File: src/rtl/regwin_pkg.sv
package regwin_pkg;
    localparam int ADDR_W = 16;
    localparam int DATA_W = 8;

    typedef enum logic [0:0] {
        LK_OPEN   = 1'b0,
        LK_SEALED = 1'b1
    } lock_state_e;
endpackage

File: src/rtl/regwin_match.sv
module regwin_match #(
    parameter int ADDR_W = 16,
    parameter int SLOT_W = 11,
    parameter int WIN_W  = 9
) (
    input  logic [ADDR_W-1:0]      addr,
    input  logic [ADDR_W-SLOT_W-1:0] base,
    output logic                   hit,
    output logic [WIN_W-1:0]       offset
);
    localparam int GAP_W = SLOT_W - WIN_W;

    logic slot_match;
    logic low_part;

    always_comb begin
        slot_match = (addr[ADDR_W-1:SLOT_W] == base);
        low_part   = (addr[SLOT_W-1:WIN_W] == {GAP_W{1'b0}});
        hit        = slot_match && low_part;
        offset     = addr[WIN_W-1:0];
    end
endmodule

File: src/rtl/regwin_ctl.sv
module regwin_ctl
    import regwin_pkg::*;
#(
    parameter int DATA_W = 8,
    parameter int BASE_W = 5
) (
    input  logic              clk,
    input  logic              rst_n,
    input  logic              special,
    input  logic              wr_hit,
    input  logic [DATA_W-1:0] wdata,
    output logic [BASE_W-1:0] base,
    output logic              flag,
    output lock_state_e       lock_state
);
    lock_state_e state_q, state_d;
    logic [BASE_W-1:0] base_q;
    logic flag_q;
    logic accept;

    // state register
    always_ff @(posedge clk or negedge rst_n) begin
        if (!rst_n) state_q <= LK_OPEN;
        else        state_q <= state_d;
    end

    // transitions: seal (OPEN->SEALED), hold (SEALED->SEALED)
    always_comb begin
        state_d = state_q;
        unique case (state_q)
            LK_OPEN:   if (wr_hit && !special) state_d = LK_SEALED;
            LK_SEALED: state_d = LK_SEALED;
            default:   state_d = LK_OPEN;
        endcase
    end

    // outputs of the machine: write acceptance
    always_comb begin
        accept = 1'b0;
        unique case (state_q)
            LK_OPEN:   accept = wr_hit;
            LK_SEALED: accept = wr_hit && special;
            default:   accept = 1'b0;
        endcase
    end

    always_ff @(posedge clk or negedge rst_n) begin
        if (!rst_n) begin
            base_q <= '0;
            flag_q <= 1'b0;
        end else if (accept) begin
            base_q <= wdata[DATA_W-1 -: BASE_W];
            flag_q <= wdata[0];
        end
    end

    assign base       = base_q;
    assign flag       = flag_q;
    assign lock_state = state_q;

    assert_sealed_hold_R4: assert property (@(posedge clk) disable iff (!rst_n)
        (state_q == LK_SEALED && !special) |=> $stable(base_q));
    assert_first_seal_R4: assert property (@(posedge clk) disable iff (!rst_n)
        (state_q == LK_OPEN && wr_hit && !special) |=> (state_q == LK_SEALED));
    assert_special_take_R5: assert property (@(posedge clk) disable iff (!rst_n)
        (special && wr_hit) |=> (base_q == $past(wdata[DATA_W-1 -: BASE_W])));
    assert_no_write_keep_R9: assert property (@(posedge clk) disable iff (!rst_n)
        (!wr_hit) |=> ($stable(state_q) && $stable(base_q)));
endmodule

File: src/rtl/regwin_port.sv
module regwin_port #(
    parameter int WIN_W    = 9,
    parameter int PORT_OFS = 8,
    parameter int PORT_CNT = 2
) (
    input  logic             hit,
    input  logic [WIN_W-1:0] offset,
    input  logic             expanded,
    input  logic             emul,
    output logic             blk_sel,
    output logic             port_sel
);
    localparam int PORT_END = PORT_OFS + PORT_CNT;

    logic in_pair;
    logic dropped;

    always_comb begin
        in_pair  = (int'(offset) >= PORT_OFS) && (int'(offset) < PORT_END);
        dropped  = expanded && emul;
        port_sel = hit && in_pair && !dropped;
        blk_sel  = hit && !(in_pair && dropped);
    end
endmodule

File: src/rtl/regwin_decoder.sv
module regwin_decoder
    import regwin_pkg::*;
#(
    parameter int SLOT_W   = 11,
    parameter int WIN_W    = 9,
    parameter int CTL_OFS  = 20,
    parameter int PORT_OFS = 8,
    parameter int PORT_CNT = 2
) (
    input  logic              clk,
    input  logic              rst_n,
    input  logic [ADDR_W-1:0] addr,
    input  logic              rd_en,
    input  logic              wr_en,
    input  logic [DATA_W-1:0] wdata,
    input  logic              mode_special,
    input  logic              mode_expanded,
    input  logic              port_emul,
    output logic              blk_sel,
    output logic [WIN_W-1:0]  blk_offset,
    output logic [DATA_W-1:0] ctl_rdata,
    output logic              port_sel
);
    localparam int BASE_W = ADDR_W - SLOT_W;
    localparam int RSV_W  = DATA_W - BASE_W - 1;

    logic [BASE_W-1:0] base;
    logic              flag;
    lock_state_e       lock_state;
    logic              hit;
    logic [WIN_W-1:0]  offset;
    logic              ctl_hit;

    regwin_match #(.ADDR_W(ADDR_W), .SLOT_W(SLOT_W), .WIN_W(WIN_W)) u_match (
        .addr(addr), .base(base), .hit(hit), .offset(offset)
    );

    assign ctl_hit = hit && (offset == WIN_W'(CTL_OFS));

    regwin_ctl #(.DATA_W(DATA_W), .BASE_W(BASE_W)) u_ctl (
        .clk(clk), .rst_n(rst_n), .special(mode_special),
        .wr_hit(wr_en && ctl_hit), .wdata(wdata),
        .base(base), .flag(flag), .lock_state(lock_state)
    );

    regwin_port #(.WIN_W(WIN_W), .PORT_OFS(PORT_OFS), .PORT_CNT(PORT_CNT)) u_port (
        .hit(hit), .offset(offset), .expanded(mode_expanded), .emul(port_emul),
        .blk_sel(blk_sel), .port_sel(port_sel)
    );

    assign blk_offset = offset;
    assign ctl_rdata  = (rd_en && ctl_hit) ? {base, {RSV_W{1'b0}}, flag} : '0;

    assert_port_in_block_R8: assert property (@(posedge clk) disable iff (!rst_n)
        port_sel |-> blk_sel);
    assert_single_chip_keep_R8: assert property (@(posedge clk) disable iff (!rst_n)
        (!mode_expanded && hit && int'(offset) >= PORT_OFS && int'(offset) < PORT_OFS + PORT_CNT)
        |-> port_sel);
    assert_reserved_zero_R6: assert property (@(posedge clk) disable iff (!rst_n)
        ctl_rdata[RSV_W:1] == '0);
    assert_ctl_reads_sel_R2: assert property (@(posedge clk) disable iff (!rst_n)
        (ctl_rdata != '0) |-> (blk_sel && addr[SLOT_W-1:WIN_W] == '0));
endmodule

File: config.mk
export PLATFORM = sky130hd
export DESIGN_NAME = regwin_decoder
export DESIGN_NICKNAME = d
export VERILOG_FILES = /design/src/rtl/regwin_pkg.sv /design/src/rtl/regwin_match.sv /design/src/rtl/regwin_ctl.sv /design/src/rtl/regwin_port.sv /design/src/rtl/regwin_decoder.sv
export SDC_FILE = /design/constraint.sdc
export NUM_CORES = 1
export LEC_CHECK = 0
export BUFFER_PORTS_ARGS = -buffer_cell sky130_fd_sc_hd__buf_2
export CORE_MARGIN = 3
export CORE_UTILIZATION = 38
export CTS_CLUSTER_SIZE = 28
export DETAILED_ROUTE_END_ITERATION = 10
export PLACE_DENSITY_LB_ADDON = 0.15
export SLEW_MARGIN = 15
export SYNTH_ARGS = -nofsm -noshare
export SYNTH_HDL_FRONTEND = slang
export SYNTH_SLANG_ARGS = --single-unit
export TNS_END_PERCENT = 100
File: constraint.sdc
create_clock -name clk -period 3 [get_ports clk]
set_input_delay 0.15 -clock clk [delete_from_list [all_inputs] [get_ports clk]]
set_output_delay 0.15 -clock clk [all_outputs]
set_load 0.01 [all_outputs]
**Word level (Yosys, flattened, before mapping)**

Cells that the tools add are included.

- Div/mod/pow operators: 0
- Add/sub/neg operators: 0
- Reductions and logical operators: 16
- Multipliers: 0
- Equality and inequality tests: 2
- Magnitude comparators: 2
- Shift-type cells: 0
- Bitwise gates (word level): 1
- Mux-type cells: 4

Operators with widths:

| operator | number |
|---|---|
| $logic_and 1x1->1 | 12 |
| $eq 9x5->1 const B | 1 |
| $ge 9x4->1 const B | 1 |
| $lt 9x4->1 const B | 1 |
| $mux 8 | 1 |
| $eq 5x5->1 | 1 |
| $pmux 1 s2 | 2 |
| $logic_not 1->1 | 3 |
| $logic_not 2->1 | 1 |
| $mux 1 | 1 |
| $not 1->1 | 1 |

- Latch bits: 0
- RAM bits: 0
- Input bits: 31
- Bits in registers: 7
- Word-level logic and storage cells: 28
- Output and inout bits: 19
- Memories: 0
- Memory bits (read-only): 0

**Logic depth before layout (Yosys ltp)**

- Depth in word-level cells: 7
- Depth in mapped cells: 4
- Mapped depth without buffers: 4

**By module**

A second synthesis with hierarchy kept.

- Cell total of the unflattened synthesis: 61
- Area, all modules: 578.1 µm²

Modules (own cells, without submodules):

| module | times used | cells an instance | seq. area each (µm²) | area each (µm²) |
|---|---|---|---|---|
| regwin_ctl | 1 | 17 | 175.2 | 271.5 |
| regwin_match | 1 | 16 | 0.0 | 130.1 |
| regwin_decoder | 1 | 22 | 0.0 | 123.9 |
| regwin_port | 1 | 6 | 0.0 | 52.6 |

**Worst setup path after synthesis**

Ideal clock, no wire load.

- Path type: register to register
- From: register u_ctl.base_q[0] (netlist: u_ctl.base[0])
- To: register u_ctl.base_q[0] (netlist: u_ctl.base[0])
- Buffers on the path: 0
- Slack: 1.211 ns
- Period minus slack after synthesis: 1.789 ns
- Data required time: 2.875 ns
- Cell stages (with the launch flop): 5
- Setup time: 0.125 ns
- Arrival time: 1.665 ns
- Cells stage by stage: dfrtp_1 -> xor2_1 -> or3_4 -> a2111oi_4 -> mux2_2

- Longest elaborated chain between the ends: 6

RTL lines:

| item | RTL line | source |
|---|---|---|
| start, declared | regwin_ctl.sv:17 | `logic [BASE_W-1:0] base_q;` |
| start signal, assigned | regwin_ctl.sv:52 | `base_q <= wdata[DATA_W-1 -: BASE_W];` |
| $eq 5x5->1 (*) | regwin_match.sv:17 | `slot_match = (addr[ADDR_W-1:SLOT_W] == base);` |
| $logic_and 1x1->1 (*) | regwin_match.sv:19 | `hit = slot_match && low_part;` |
| $logic_and 1x1->1 (*) | regwin_decoder.sv:38 | `assign ctl_hit = hit && (offset == WIN_W'(CTL_OFS));` |
| $logic_and 1x1->1 (*) | regwin_decoder.sv:42 | `.wr_hit(wr_en && ctl_hit), .wdata(wdata),` |
| $logic_and 1x1->1 | regwin_ctl.sv:42 | `LK_SEALED: accept = wr_hit && special;` |
| $pmux 1 s2 (*) | regwin_ctl.sv:40 | `unique case (state_q)` |

Mark *: on every way between the ends. The rest lies on a longest branch, timed or not.
A chain may end at the register's enable or synchronous reset.

**Worst setup path in the final report**

- From: register u_ctl.base_q[0] (netlist: u_ctl.base[0])
- To: output port ctl_rdata[3]

- Longest elaborated chain between the ends: 5

RTL lines:

| item | RTL line | source |
|---|---|---|
| $eq 5x5->1 | regwin_match.sv:17 |  |
| $logic_and 1x1->1 | regwin_match.sv:19 |  |
| $logic_and 1x1->1 | regwin_decoder.sv:38 |  |
| $logic_and 1x1->1 | regwin_decoder.sv:52 | `assign ctl_rdata = (rd_en && ctl_hit) ? {base, {RSV_W{1'b0}}, flag} : '0;` |
| $mux 8 (*) | regwin_decoder.sv:52 |  |
| end, declared | regwin_decoder.sv:21 | `output logic [DATA_W-1:0] ctl_rdata,` |

Marked as above.

==> flow_metrics.env <==
export IMPL_outcome="complete, no violations"
export IMPL_grt_pass1_wl_mm=1.925
export IMPL_drtIter0Drc=0
export IMPL_r2r_slack_ns=1.08
export IMPL_grt_max_degree=8
export IMPL_clk_latency_ns=0.25
export IMPL_path_max_fanout=6
export IMPL_portBuffers=45
export IMPL_hold_viol_final=0
export IMPL_hold_path_class="in2reg"
export IMPL_wl_met1_um=401
export IMPL_setup_violations=0
export IMPL_cts_resized=0
export IMPL_cts_tree="done"
export IMPL_rows=13
export IMPL_fin_util_pct=56.79
export IMPL_fin_hold_ws_ns=0.1021
export IMPL_hold_depth=2
export IMPL_clk_pin_slew_ns=0.06
export IMPL_fmax_mhz=428.9
export IMPL_layout_nets=125
export IMPL_chipHeight_um=43.93
export IMPL_start_kind="flip-flop"
export IMPL_synthDistinctLibCells=22
export IMPL_ir_worst_vdd_v=0.0001973
export IMPL_synth_seq_cells=7
export IMPL_clk_path_buf_depth=2
export IMPL_grt_pass1_vias=518
export IMPL_mostFrequentLayoutCell="buf_2"
export IMPL_worst_r2r_path_depth=4
export IMPL_cts_root_buf="clkbuf_4"
export IMPL_maxSlewViolCount=0
export IMPL_slew_headroom_pct=51.09
export IMPL_ant_nets=0
export IMPL_r2r_end="u_ctl.base[4]"
export IMPL_dr_pass1_iters=1
export IMPL_wl_mm=1.161
export IMPL_routedWlPerCell_um=10.75
export IMPL_grt_overflow_total=0
export IMPL_cts_setup_buffers=0
export IMPL_min_to="u_ctl.lock_state"
export IMPL_tightest_slew_ns=0.7270
export IMPL_grt_setup_unrepaired="false"
export IMPL_cts_hold_buffers=1
export IMPL_place_gp_congestion=0.6521
export IMPL_crit_type="reg2out"
export IMPL_end_kind="primary output"
export IMPL_finalSetupTns_ns=0
export IMPL_diodes=0
export IMPL_final_cell_mix="buf_2 (45), dfrtp_1 (7), mux2_2 (6), and2_1 (5), xnor2_1 (4)"
export IMPL_seqCellArea_sq_um=175.2
export IMPL_wl_met2_um=610
export IMPL_cts_buffers=3
export IMPL_antenna_found_initial=0
export IMPL_syn_instance_count=53
export IMPL_avgSynthCellArea_sq_um=10.32
export IMPL_place_hpwl_mm=1.015
export IMPL_final_fill_count=150
export IMPL_vias_per_cell=4.759
export IMPL_critPathRequiredTime_ns=2.85
export IMPL_cellPowerDensity_mw_per_mm2=296.9
export IMPL_cts_htree_levels=1
export IMPL_worst_clock_skew_ns=0.002028
export IMPL_post_route_min_period_ns=2.332
export IMPL_ios=50
export IMPL_r2r_start="u_ctl.base[0]"
export IMPL_wl_met3_um=149
export IMPL_timing_final_crit_share_pct=77.72
export IMPL_holdCritStartpoint="mode_special"
export IMPL_critical_path_arrival_ns=2.18
export IMPL_drcViolationCount=0
export IMPL_grt_use_total_pct=12.99
export IMPL_start_util_pct=41.50
export IMPL_dieArea_sq_mm=0.001930
export IMPL_area_delta_synth_final_pct=36.84
export IMPL_coreArea_sq_mm=0.001318
export IMPL_leakagePower_uw=0.0004112
export IMPL_yosysSeqAreaShare_pct=32.04
export IMPL_multi_input_area_sq_um=285.3
export IMPL_synth_area_sq_um=546.8
export IMPL_drive_above_1_share_pct=62.37
export IMPL_cap_violations=0
export IMPL_vias=514
export IMPL_top_layer_used="met3"
export IMPL_die_w_um=43.93
export IMPL_clock_sinks=7
export IMPL_synth_warnings=0
==> flip-flops by register name, summed over array words and instances, names as in the netlist <==
name	count
u_ctl.base	5
u_ctl.flag	1
u_ctl.lock_state	1
==> synthesized netlist by cell type, drive strengths merged <==
| master | instances | area (sq um) |
|---|---|---|
| a2111oi | 1 | 27.53 |
| nor4bb | 1 | 10.01 |
| inv | 2 | 7.510 |
| o31ai | 1 | 7.510 |
| nand4 | 1 | 6.260 |
| mux2 | 6 | 67.56 |
| or3 | 1 | 11.26 |
| conb | 1 | 3.750 |
| nor4b | 1 | 8.760 |
| nor4 | 2 | 12.51 |
| and2 | 6 | 38.79 |
| and3b | 1 | 8.760 |
| nand2b | 1 | 6.260 |
| xnor2 | 4 | 35.03 |
| nand2 | 2 | 7.510 |
| nand4b | 1 | 8.760 |
| xor2 | 1 | 8.760 |
| a31oi | 1 | 6.260 |
| dfrtp | 7 | 175.2 |
| or2 | 1 | 6.260 |
| buf | 11 | 82.58 |
==> cells by family (layout without fill, tap and decap cells) <==
family / after synthesis / after routing / share of synthesized area, %
buffers and inverters: 13 / 52 / 16.48
other: 1 / 2 / 0.6858
muxes: 6 / 6 / 12.36
DFF: 7 / 7 / 32.04
and+or+nand+nor: 18 / 18 / 22.89
xor gates and xnor gates: 5 / 5 / 8.009
AOI/OAI and AO/OA: 3 / 3 / 7.553
==> cell type report <==
| class | count | area share (%) |
|---|---|---|
| well taps | 15 | 2.508 |
| repair buffers | 46 | 31.44 |
| clock buffers | 4 | 3.512 |
| inverters | 2 | 1.003 |
| flip-flops and latches | 7 | 23.41 |
| multi-input cells | 34 | 38.13 |
==> critical path, cell delays in order, from the launching register on <==
cell and delay, ns:
dfrtp_1 0.39, xor2_1 0.16, or3_4 0.35, nor4_1 0.65
and2_2 0.25, buf_2 0.12
==> power breakdown <==
| group | switching (uW) | internal [uW] |
|---|---|---|
| combinational | 18.7 | 22.6 |
| clock | 35.5 | 50.8 |
| sequential | 0.0108 | 94.5 |
==> through the flow <==
step | worst slack, ns | total power, uW | cells | instance area (sq um)
after floorplan | 1.211 | 119.3 | 54 | 550.5
after global placement | 0.8503 | 136.2 | 103 | 711.9
after detailed placement | 0.8233 | 137.0 | 103 | 711.9
after CTS | 0.5819 | 227.8 | 108 | 748.2
after global routing | 0.4364 | 235.9 | 108 | 748.2
final | 0.6684 | 222.1 | 108 | 748.2
==> worst max path at each step <==
stage	start	to	slack, ns	cells after the start
after floorplan	u_ctl.base[0]	u_ctl.base[0]	1.21	4
after global placement	u_ctl.base[0]	ctl_rdata[3]	0.85	5
after detailed placement	u_ctl.base[0]	ctl_rdata[3]	0.82	5
after CTS	u_ctl.base[0]	ctl_rdata[3]	0.58	5
after global routing	u_ctl.base[0]	ctl_rdata[3]	0.44	5
final	u_ctl.base[0]	ctl_rdata[3]	0.67	5
==> metal layers <==
metal / global-route usage (%) / vias to the layer above
li1: - / 249
met1: 14.29 / 239
met2: 24.13 / 26
met3: 2.075 / 0
met4: 5.422 / 0
met5: 0 / -
(Power assumes the default switching activity.)
